File: config.mk
export PLATFORM = sky130hd
export DESIGN_NAME = period_timer
export DESIGN_NICKNAME = d
export VERILOG_FILES = /design/src/rtl/tm_pkg.sv /design/src/rtl/tm_prescale.sv /design/src/rtl/tm_counter.sv /design/src/rtl/tm_postscale.sv /design/src/rtl/period_timer.sv
export SDC_FILE = /design/constraint.sdc
export NUM_CORES = 1
export LEC_CHECK = 0
export BUFFER_PORTS_ARGS = -buffer_cell sky130_fd_sc_hd__buf_4
export CORE_MARGIN = 4
export CORE_UTILIZATION = 40
export CTS_BUF_LIST = sky130_fd_sc_hd__clkbuf_16
export CTS_CLUSTER_DIAMETER = 40
export DETAILED_ROUTE_END_ITERATION = 8
export PLACE_DENSITY = 0.63
export SLEW_MARGIN = 40
export SYNTH_ARGS = -nofsm -noshare
export SYNTH_HDL_FRONTEND = slang
export SYNTH_SLANG_ARGS = --single-unit
File: constraint.sdc
create_clock -name clk -period 1 [get_ports clk]
set_input_delay 0.2 -clock clk [delete_from_list [all_inputs] [get_ports clk]]
set_output_delay 0.2 -clock clk [all_outputs]
set_load 0.01 [all_outputs]
File: src/rtl/tm_pkg.sv
package tm_pkg;
  localparam int PRE_SEL_W = 2;
  localparam int POST_W    = 4;
  localparam int PRE_CNT_W = 4;

  typedef struct packed {
    logic                 run;
    logic [POST_W-1:0]    post;
    logic [PRE_SEL_W-1:0] pre;
  } tm_ctrl_t;

  // last prescaler state before an enable: ratio minus one
  function automatic logic [PRE_CNT_W-1:0] pre_last(input logic [PRE_SEL_W-1:0] sel);
    case (sel)
      2'd0:    pre_last = 4'd0;
      2'd1:    pre_last = 4'd3;
      default: pre_last = 4'd15;
    endcase
  endfunction
endpackage

File: src/rtl/tm_prescale.sv
module tm_prescale
  import tm_pkg::*;
(
  input  logic                 clk,
  input  logic                 rst_n,
  input  logic                 run,
  input  logic                 clr,
  input  logic [PRE_SEL_W-1:0] sel,
  output logic                 tick
);
  logic [PRE_CNT_W-1:0] pc_q, pc_d;

  always_comb begin
    tick = run && !clr && (pc_q == pre_last(sel));
    pc_d = pc_q;
    if (clr)       pc_d = '0;
    else if (tick) pc_d = '0;
    else if (run)  pc_d = pc_q + 1'b1;
  end

  always_ff @(posedge clk or negedge rst_n) begin
    if (!rst_n) pc_q <= '0;
    else        pc_q <= pc_d;
  end
endmodule

File: src/rtl/tm_counter.sv
module tm_counter #(
  parameter int CW = 8
) (
  input  logic          clk,
  input  logic          rst_n,
  input  logic          tick,
  input  logic          load,
  input  logic [CW-1:0] load_val,
  input  logic          per_wr,
  input  logic [CW-1:0] per_val,
  output logic [CW-1:0] count,
  output logic [CW-1:0] period,
  output logic          hit,
  output logic          match
);
  logic [CW-1:0] cnt_q, cnt_d, per_q, per_d;
  logic          match_q;

  always_comb begin
    hit   = tick && (cnt_q == per_q);
    cnt_d = cnt_q;
    if (load)      cnt_d = load_val;
    else if (hit)  cnt_d = '0;
    else if (tick) cnt_d = cnt_q + 1'b1;
    per_d = per_wr ? per_val : per_q;
  end

  always_ff @(posedge clk or negedge rst_n) begin
    if (!rst_n) begin
      cnt_q   <= '0;
      per_q   <= '1;
      match_q <= 1'b0;
    end else begin
      cnt_q   <= cnt_d;
      per_q   <= per_d;
      match_q <= hit;
    end
  end

  assign count  = cnt_q;
  assign period = per_q;
  assign match  = match_q;
endmodule

File: src/rtl/tm_postscale.sv
module tm_postscale
  import tm_pkg::*;
(
  input  logic              clk,
  input  logic              rst_n,
  input  logic              clr,
  input  logic              ev,
  input  logic [POST_W-1:0] sel,
  output logic              fire
);
  logic [POST_W-1:0] ec_q, ec_d;

  always_comb begin
    fire = ev && (ec_q == sel);
    ec_d = ec_q;
    if (clr)       ec_d = '0;
    else if (fire) ec_d = '0;
    else if (ev)   ec_d = ec_q + 1'b1;
  end

  always_ff @(posedge clk or negedge rst_n) begin
    if (!rst_n) ec_q <= '0;
    else        ec_q <= ec_d;
  end
endmodule

File: src/rtl/period_timer.sv
module period_timer
  import tm_pkg::*;
#(
  parameter int CW = 8
) (
  input  logic                      clk,
  input  logic                      rst_n,
  input  logic                      ctrl_wr,
  input  logic [$bits(tm_ctrl_t)-1:0] ctrl_din,
  input  logic                      period_wr,
  input  logic [CW-1:0]             period_din,
  input  logic                      cnt_wr,
  input  logic [CW-1:0]             cnt_din,
  input  logic                      flag_clr,
  output logic [CW-1:0]             count,
  output logic                      match,
  output logic                      flag
);
  logic     rst_meta, rst_sync_n;
  tm_ctrl_t ctrl_q, ctrl_d;
  logic     flag_q, flag_d;
  logic     wr_any, tick, hit, fire, run_en;
  logic [CW-1:0] per_val;

  // reset: asserted asynchronously, released on the clock
  always_ff @(posedge clk or negedge rst_n) begin
    if (!rst_n) begin
      rst_meta   <= 1'b0;
      rst_sync_n <= 1'b0;
    end else begin
      rst_meta   <= 1'b1;
      rst_sync_n <= rst_meta;
    end
  end

  assign wr_any = ctrl_wr || cnt_wr;
  assign run_en = ctrl_q.run;

  always_comb begin
    ctrl_d = ctrl_wr ? tm_ctrl_t'(ctrl_din) : ctrl_q;
    flag_d = fire || (flag_q && !flag_clr);
  end

  always_ff @(posedge clk or negedge rst_sync_n) begin
    if (!rst_sync_n) begin
      ctrl_q <= '0;
      flag_q <= 1'b0;
    end else begin
      ctrl_q <= ctrl_d;
      flag_q <= flag_d;
    end
  end

  tm_prescale u_pre (
    .clk   (clk),
    .rst_n (rst_sync_n),
    .run   (run_en),
    .clr   (wr_any),
    .sel   (ctrl_q.pre),
    .tick  (tick)
  );

  tm_counter #(.CW(CW)) u_cnt (
    .clk      (clk),
    .rst_n    (rst_sync_n),
    .tick     (tick),
    .load     (cnt_wr),
    .load_val (cnt_din),
    .per_wr   (period_wr),
    .per_val  (period_din),
    .count    (count),
    .period   (per_val),
    .hit      (hit),
    .match    (match)
  );

  tm_postscale u_post (
    .clk   (clk),
    .rst_n (rst_sync_n),
    .clr   (wr_any),
    .ev    (hit),
    .sel   (ctrl_q.post),
    .fire  (fire)
  );

  assign flag = flag_q;
endmodule

# Word level (Yosys, flattened, before mapping)
# Cells that the tools add are included.
word_totals:
  regBits: 35
  input_bits: 29
  out_inout_bits: 10
  wordCells: 41
classes:
  add_sub_neg: 3
  eq_ne: 4
  mux: 10
  n_reduce_logical: 13
op_table:
  columns: ["cell", "count"]
  rows:
  - ["4-bit 2-to-1 mux", 6]
  - ["8-bit 2-to-1 mux", 3]
  - ["3-bit nonzero test", 3]
  - ["4-bit by 1-bit adder with 4-bit output, second input constant", 2]
  - ["8-bit by 1-bit adder with 8-bit output, second input constant", 1]
  - ["4-bit equality test", 2]
  - ["8-bit equality test", 1]
  - ["4-bit one-hot mux with 2 select lines", 1]
  - ["1-bit logical AND", 5]
  - ["2-bit by 1-bit equality test with 1-bit output, second input constant", 1]
  - ["1-bit zero test", 2]
  - ["2-bit zero test", 1]
  - ["1-bit logical OR", 2]

# Logic depth before layout (Yosys ltp)
logic_depth:
  ltp_word: 8
  depth_mapped: 7
  ltp_nobuf: 5

# Cells and area by module
# From an unflattened synthesis, not the netlist that was laid out.
hier_totals:
  hier_cells: 185
  hier_area_um2: 1993.2
modules_own_cells:
  columns: ["module", "n_inst", "cells_per_inst", "area_per_inst_um2", "seq_area_each_um2"]
  rows:
  - ["tm_counter", 1, 104, 1076.0, 435.4]
  - ["period_timer", 1, 22, 387.9, 250.2]
  - ["tm_postscale", 1, 32, 275.3, 100.1]
  - ["tm_prescale", 1, 27, 254.0, 100.1]

# Least setup slack after synthesis
# No wires, ideal clock.
synth_timing:
  path_kind: "reg-to-reg"
  from: "register u_cnt.cnt_q[4], in the netlist u_cnt.count[4]"
  to: "register u_post.ec_q[2]"
  setup_time_ns: 0.122
  arrival_time_ns: 1.673
  t_required_ns: 0.878
  path_slack_ns: -0.795
  stages_incl_launch_ff: 7
  path_buffers: 1
  synth_period_minus_slack_ns: 1.795
  cell_sequence: "dfrtp_1 > xor2_1 > nor4_2 > nand2_1 > buf_6 > a211o_1 > a32o_1"
synth_via:
  elab_chain_len: 5
  elab_cells_between_ends: 6
  cone_classes: "eq/ne: 1; mux: 2; reduce/logical: 3"
synth_lines:
  columns: ["element", "line_no", "source"]
  rows:
  - ["start, declared", "tm_counter.sv:16", "logic [CW-1:0] cnt_q, cnt_d, per_q, per_d;"]
  - ["start signal, assigned", "tm_counter.sv:34", "cnt_q <= cnt_d;"]
  - ["8-bit equality test *", "tm_counter.sv:20", "hit = tick && (cnt_q == per_q);"]
  - ["1-bit logical AND *", "tm_counter.sv:20", null]
  - ["1-bit logical AND", "tm_postscale.sv:14", "fire = ev && (ec_q == sel);"]
  - ["4-bit 2-to-1 mux", "tm_postscale.sv:17", "else if (fire) ec_d = '0;"]
  - ["4-bit 2-to-1 mux", "tm_postscale.sv:16", "if (clr) ec_d = '0;"]
  - ["end signal, assigned", "tm_postscale.sv:22", "if (!rst_n) ec_q <= '0;"]
  - ["end signal, assigned", "tm_postscale.sv:23", "else ec_q <= ec_d;"]
  - ["end, declared", "tm_postscale.sv:11", "logic [POST_W-1:0] ec_q, ec_d;"]
# Every way passes the cells marked *; elsewhere a longest branch is shown, timed or not.
# A chain may end at the register's enable or synchronous reset.

# Worst setup path after layout
layout_timing:
  from: "register u_cnt.cnt_q[4], in the netlist u_cnt.count[4]"
  to: "register u_post.ec_q[0]"
# Same word-level chain as after synthesis.

==> results.py <==
metrics = {
    "yosys": {
        "ys_ff_latch": 35,
        "postSynthCellCount": 173,
        "synth-edff-count": 0,
        "ys.flop_type": "dfrtp_1",
        "syn_area_um2": 1830,
        "avgSynthCellArea_um2": 10.6,
        "ys_seq_area_share_pct": 48.4,
        "async_reset_ff_share_pct": 100,
        "ys_warn_count": 0,
        "synth.distinct_cells": 41,
        "netlist.area_leader.share_pct": 36.9,
        "yosys-top-cells-area": "dfrtp_1, dfstp_2, mux2_2, xor2_1, a21oi_1",
        "synth_nets": 205,
        "yosysTopAreaCell": "dfrtp_1",
    },
    "setup_path": {
        "worstPathArrival_ps": 2080,
        "critPathTopFamily": "simple AND/OR/NAND/NOR gates",
        "criticalPathCategory": "register to register",
        "crit_slowest_cell": "or4b_4",
        "slowest_delay_ps": 510,
        "start_kind": "register",
        "cp.required_ps": 1200,
        "worst_setup_path_end_kind": "register",
        "crit_chain": "xor2_2 -> nor4_4 -> nand2_2 -> or4b_4 -> a21oi_2",
        "r2r_slack_ps": -870,
        "worstPathMaxFanout": 6,
        "cp_num_buf_inv": 0,
    },
    "placement": {
        "pre_cts_slack_ps": -824,
        "dp_hpwl_um": 3510,
        "place_congestion": 0.911,
        "io_buffers": 38,
    },
    "die": {
        "die_y_um": 75.6,
        "die_area_um2": 5720,
        "die_w_um": 75.6,
        "core_um2": 4380,
        "start_util_pct": 41.7,
        "io_pins": 39,
        "rows": 24,
    },
    "layout": {
        "syn2layout_area_growth_pct": 64.3,
        "nFillCells": 310,
        "nets": 297,
        "antenna_cells": 0,
        "fin_util_pct": 68.6,
        "drive_above_1_share_pct": 62.8,
    },
    "routing": {
        "remaining_drc_errors": 0,
        "wl_um": 5410,
        "drtPass1Iterations": 5,
        "wire_per_inst_um": 17.0,
        "drtIter0Drc": 131,
        "vias_per_cell": 5.41,
        "vias": 1719,
        "postRouteAntennaNets": 0,
    },
    "sta": {
        "finalSetupTns_ps": -13400,
        "min_period_ps": 1870,
        "drv_slew": 0,
        "setup_slack_ps": -875,
        "setup_viol": 26,
        "fin_skew_ps": 6.52,
        "rsz0062_at_grt": "yes",
        "period_share_pct": 187,
        "final_hold_viol_count": 0,
        "max_freq_mhz": 533,
    },
    "grt": {
        "grt_use_total_pct": 19.4,
        "grt_pass1_vias": 1768,
        "grt_max_degree": 34,
        "grt_pass1_wl_um": 8360,
        "grt-ovfl-total": 0,
        "antenna_found_initial": 0,
    },
    "clock_network": {
        "clk_latency_ps": 280,
        "cts.sinks": 35,
        "numCtsBuffers": 5,
        "cts_buffer_depth": 2,
        "cts_htree_levels": 2,
        "root_buffer": "clkbuf_16",
        "cts.clk_slew.worst_paths_ps": 60,
        "cts_tree": "yes",
    },
    "power": {
        "ir_worst_vdd_uv": 1080,
        "leakage_nw": 1.27,
        "power_density_nw_per_um2": 1320,
    },
    "run_status": {
        "outcome": "finished with violations",
        "violations": "negative setup slack",
    },
    "run": {
        "drv_cap": 0,
    },
    "hold_path": {
        "hold_class": "input pin to register",
    },
}
==> final timing paths <==
check,start,end,cells past startpoint
max,u_cnt.count[4],u_post.ec_q[0],5
min,flag_clr,flag,2
max reg2reg,u_cnt.count[4],u_post.ec_q[0],5
min reg2reg,rst_sync_n,u_cnt.count[2],1
max in group asynchronous,rst_sync_n,u_cnt.period[5],1
min in group asynchronous,rst_sync_n,u_cnt.count[2],1
==> cell usage in the layout (no fill, tap or decap), drive strengths merged, types with 4 or more instances in the layout <==
cell and n:
a21oi 14, buf 93, nand2 9, xor2 9
inv 4, dfstp 8, xnor2 4, and3 5
mux2 15, nand2b 4, dfrtp 27, nand3 7
nand4 4, nor3 8, a32oi 4, o21ai 9
clkbuf 5, nor2 7
==> power breakdown <==
group | internal, mW | switching, mW | leakage (nW) | total, mW
combinational | 0.480 | 0.374 | 0.788 | 0.854
clock | 0.900 | 0.566 | 0.0724 | 1.47
sequential | 1.55 | 0.101 | 0.412 | 1.65
==> worst reg2reg max path, delay by kind of cell, from the launching register on <==
kind | cells | cell delay (ps)
simple gates | 3 | 1030
flops | 1 | 440
xor+xnor | 1 | 200
compound gates | 1 | 130
==> layer usage <==
layer | track usage (%) | share of wire, % | vias up
met5 | 0 | 0 | -
met4 | 5.44 | 0.98 | 0
met3 | 5.01 | 4.2 | 7
met2 | 33.4 | 53 | 42
met1 | 24.1 | 42 | 859
li1 | - | - | 811
==> timing repair <==
action | 4_1_cts | 5_1_grt
endpoints found under the setup margin | 27 | 27
pin swaps | 19 | 12
setup buffers | 9 | 6
endpoints found under the hold margin | 2 | 0
cloned | 1 | 0
gates resized for setup | 36 | 26
hold buffers | 1 | 0
==> stage by stage <==
stage | power, mW | hold slack, ps | instance area, um^2 | instances
2_1_floorplan | 1.97 | -95.6 | 1870 | 173
3_3_place_gp | 2.30 | -18.4 | 2520 | 298
3_5_place_dp | 2.33 | -17.0 | 2520 | 298
4_1_cts | 3.92 | 119 | 2860 | 314
5_1_grt | 4.13 | 122 | 3010 | 318
6_report | 3.97 | 122 | 3010 | 318
==> registers in the layout, summed over array words and instances, names as in the netlist, 4 cells and up <==
signal	cells
u_cnt.period	8
u_cnt.count	8
u_post.ec_q	4
u_pre.pc_q	4
ctrl_q	6
==> area by class of cell <==
cell class / instances / area, um^2 / area share (%)
timing repair buffer: 94 / 815 / 27.1
inverter: 3 / 11.3 / 0.375
tap: 52 / 65.1 / 2.16
clock inverter: 3 / 12.5 / 0.416
clock buffer: 5 / 125 / 4.16
sequential: 35 / 898 / 29.9
multi-input combinational: 126 / 1080 / 35.9
==> Yosys cell counts, types with 3 or more instances <==
cell type	n
a32oi_1	4
o21ai_1	3
xor2_1	9
nor3_1	8
nor2_1	7
nand2b_1	4
dfstp_2	8
clkbuf_1	6
mux2_2	15
dfrtp_1	27
nand2_1	9
nand4_1	4
a21oi_1	13
and3_1	4
xnor2_1	4
ha_1	3
inv_1	3
nand3_1	7
o21ai_0	6
==> kinds of logic (layout without fill, tap and decap cells) <==
group,Yosys count,after routing,share of synthesized area (%)
simple gates,55,55,16.7
other cells,1,1,0.205
xor+xnor,13,13,6.22
compound gates,37,37,13.1
flops,35,35,48.4
mux,17,17,10.3
fa+ha+maj,3,3,2.05
buf+inv,12,105,3.01
Power figures use the tool's default switching activity.
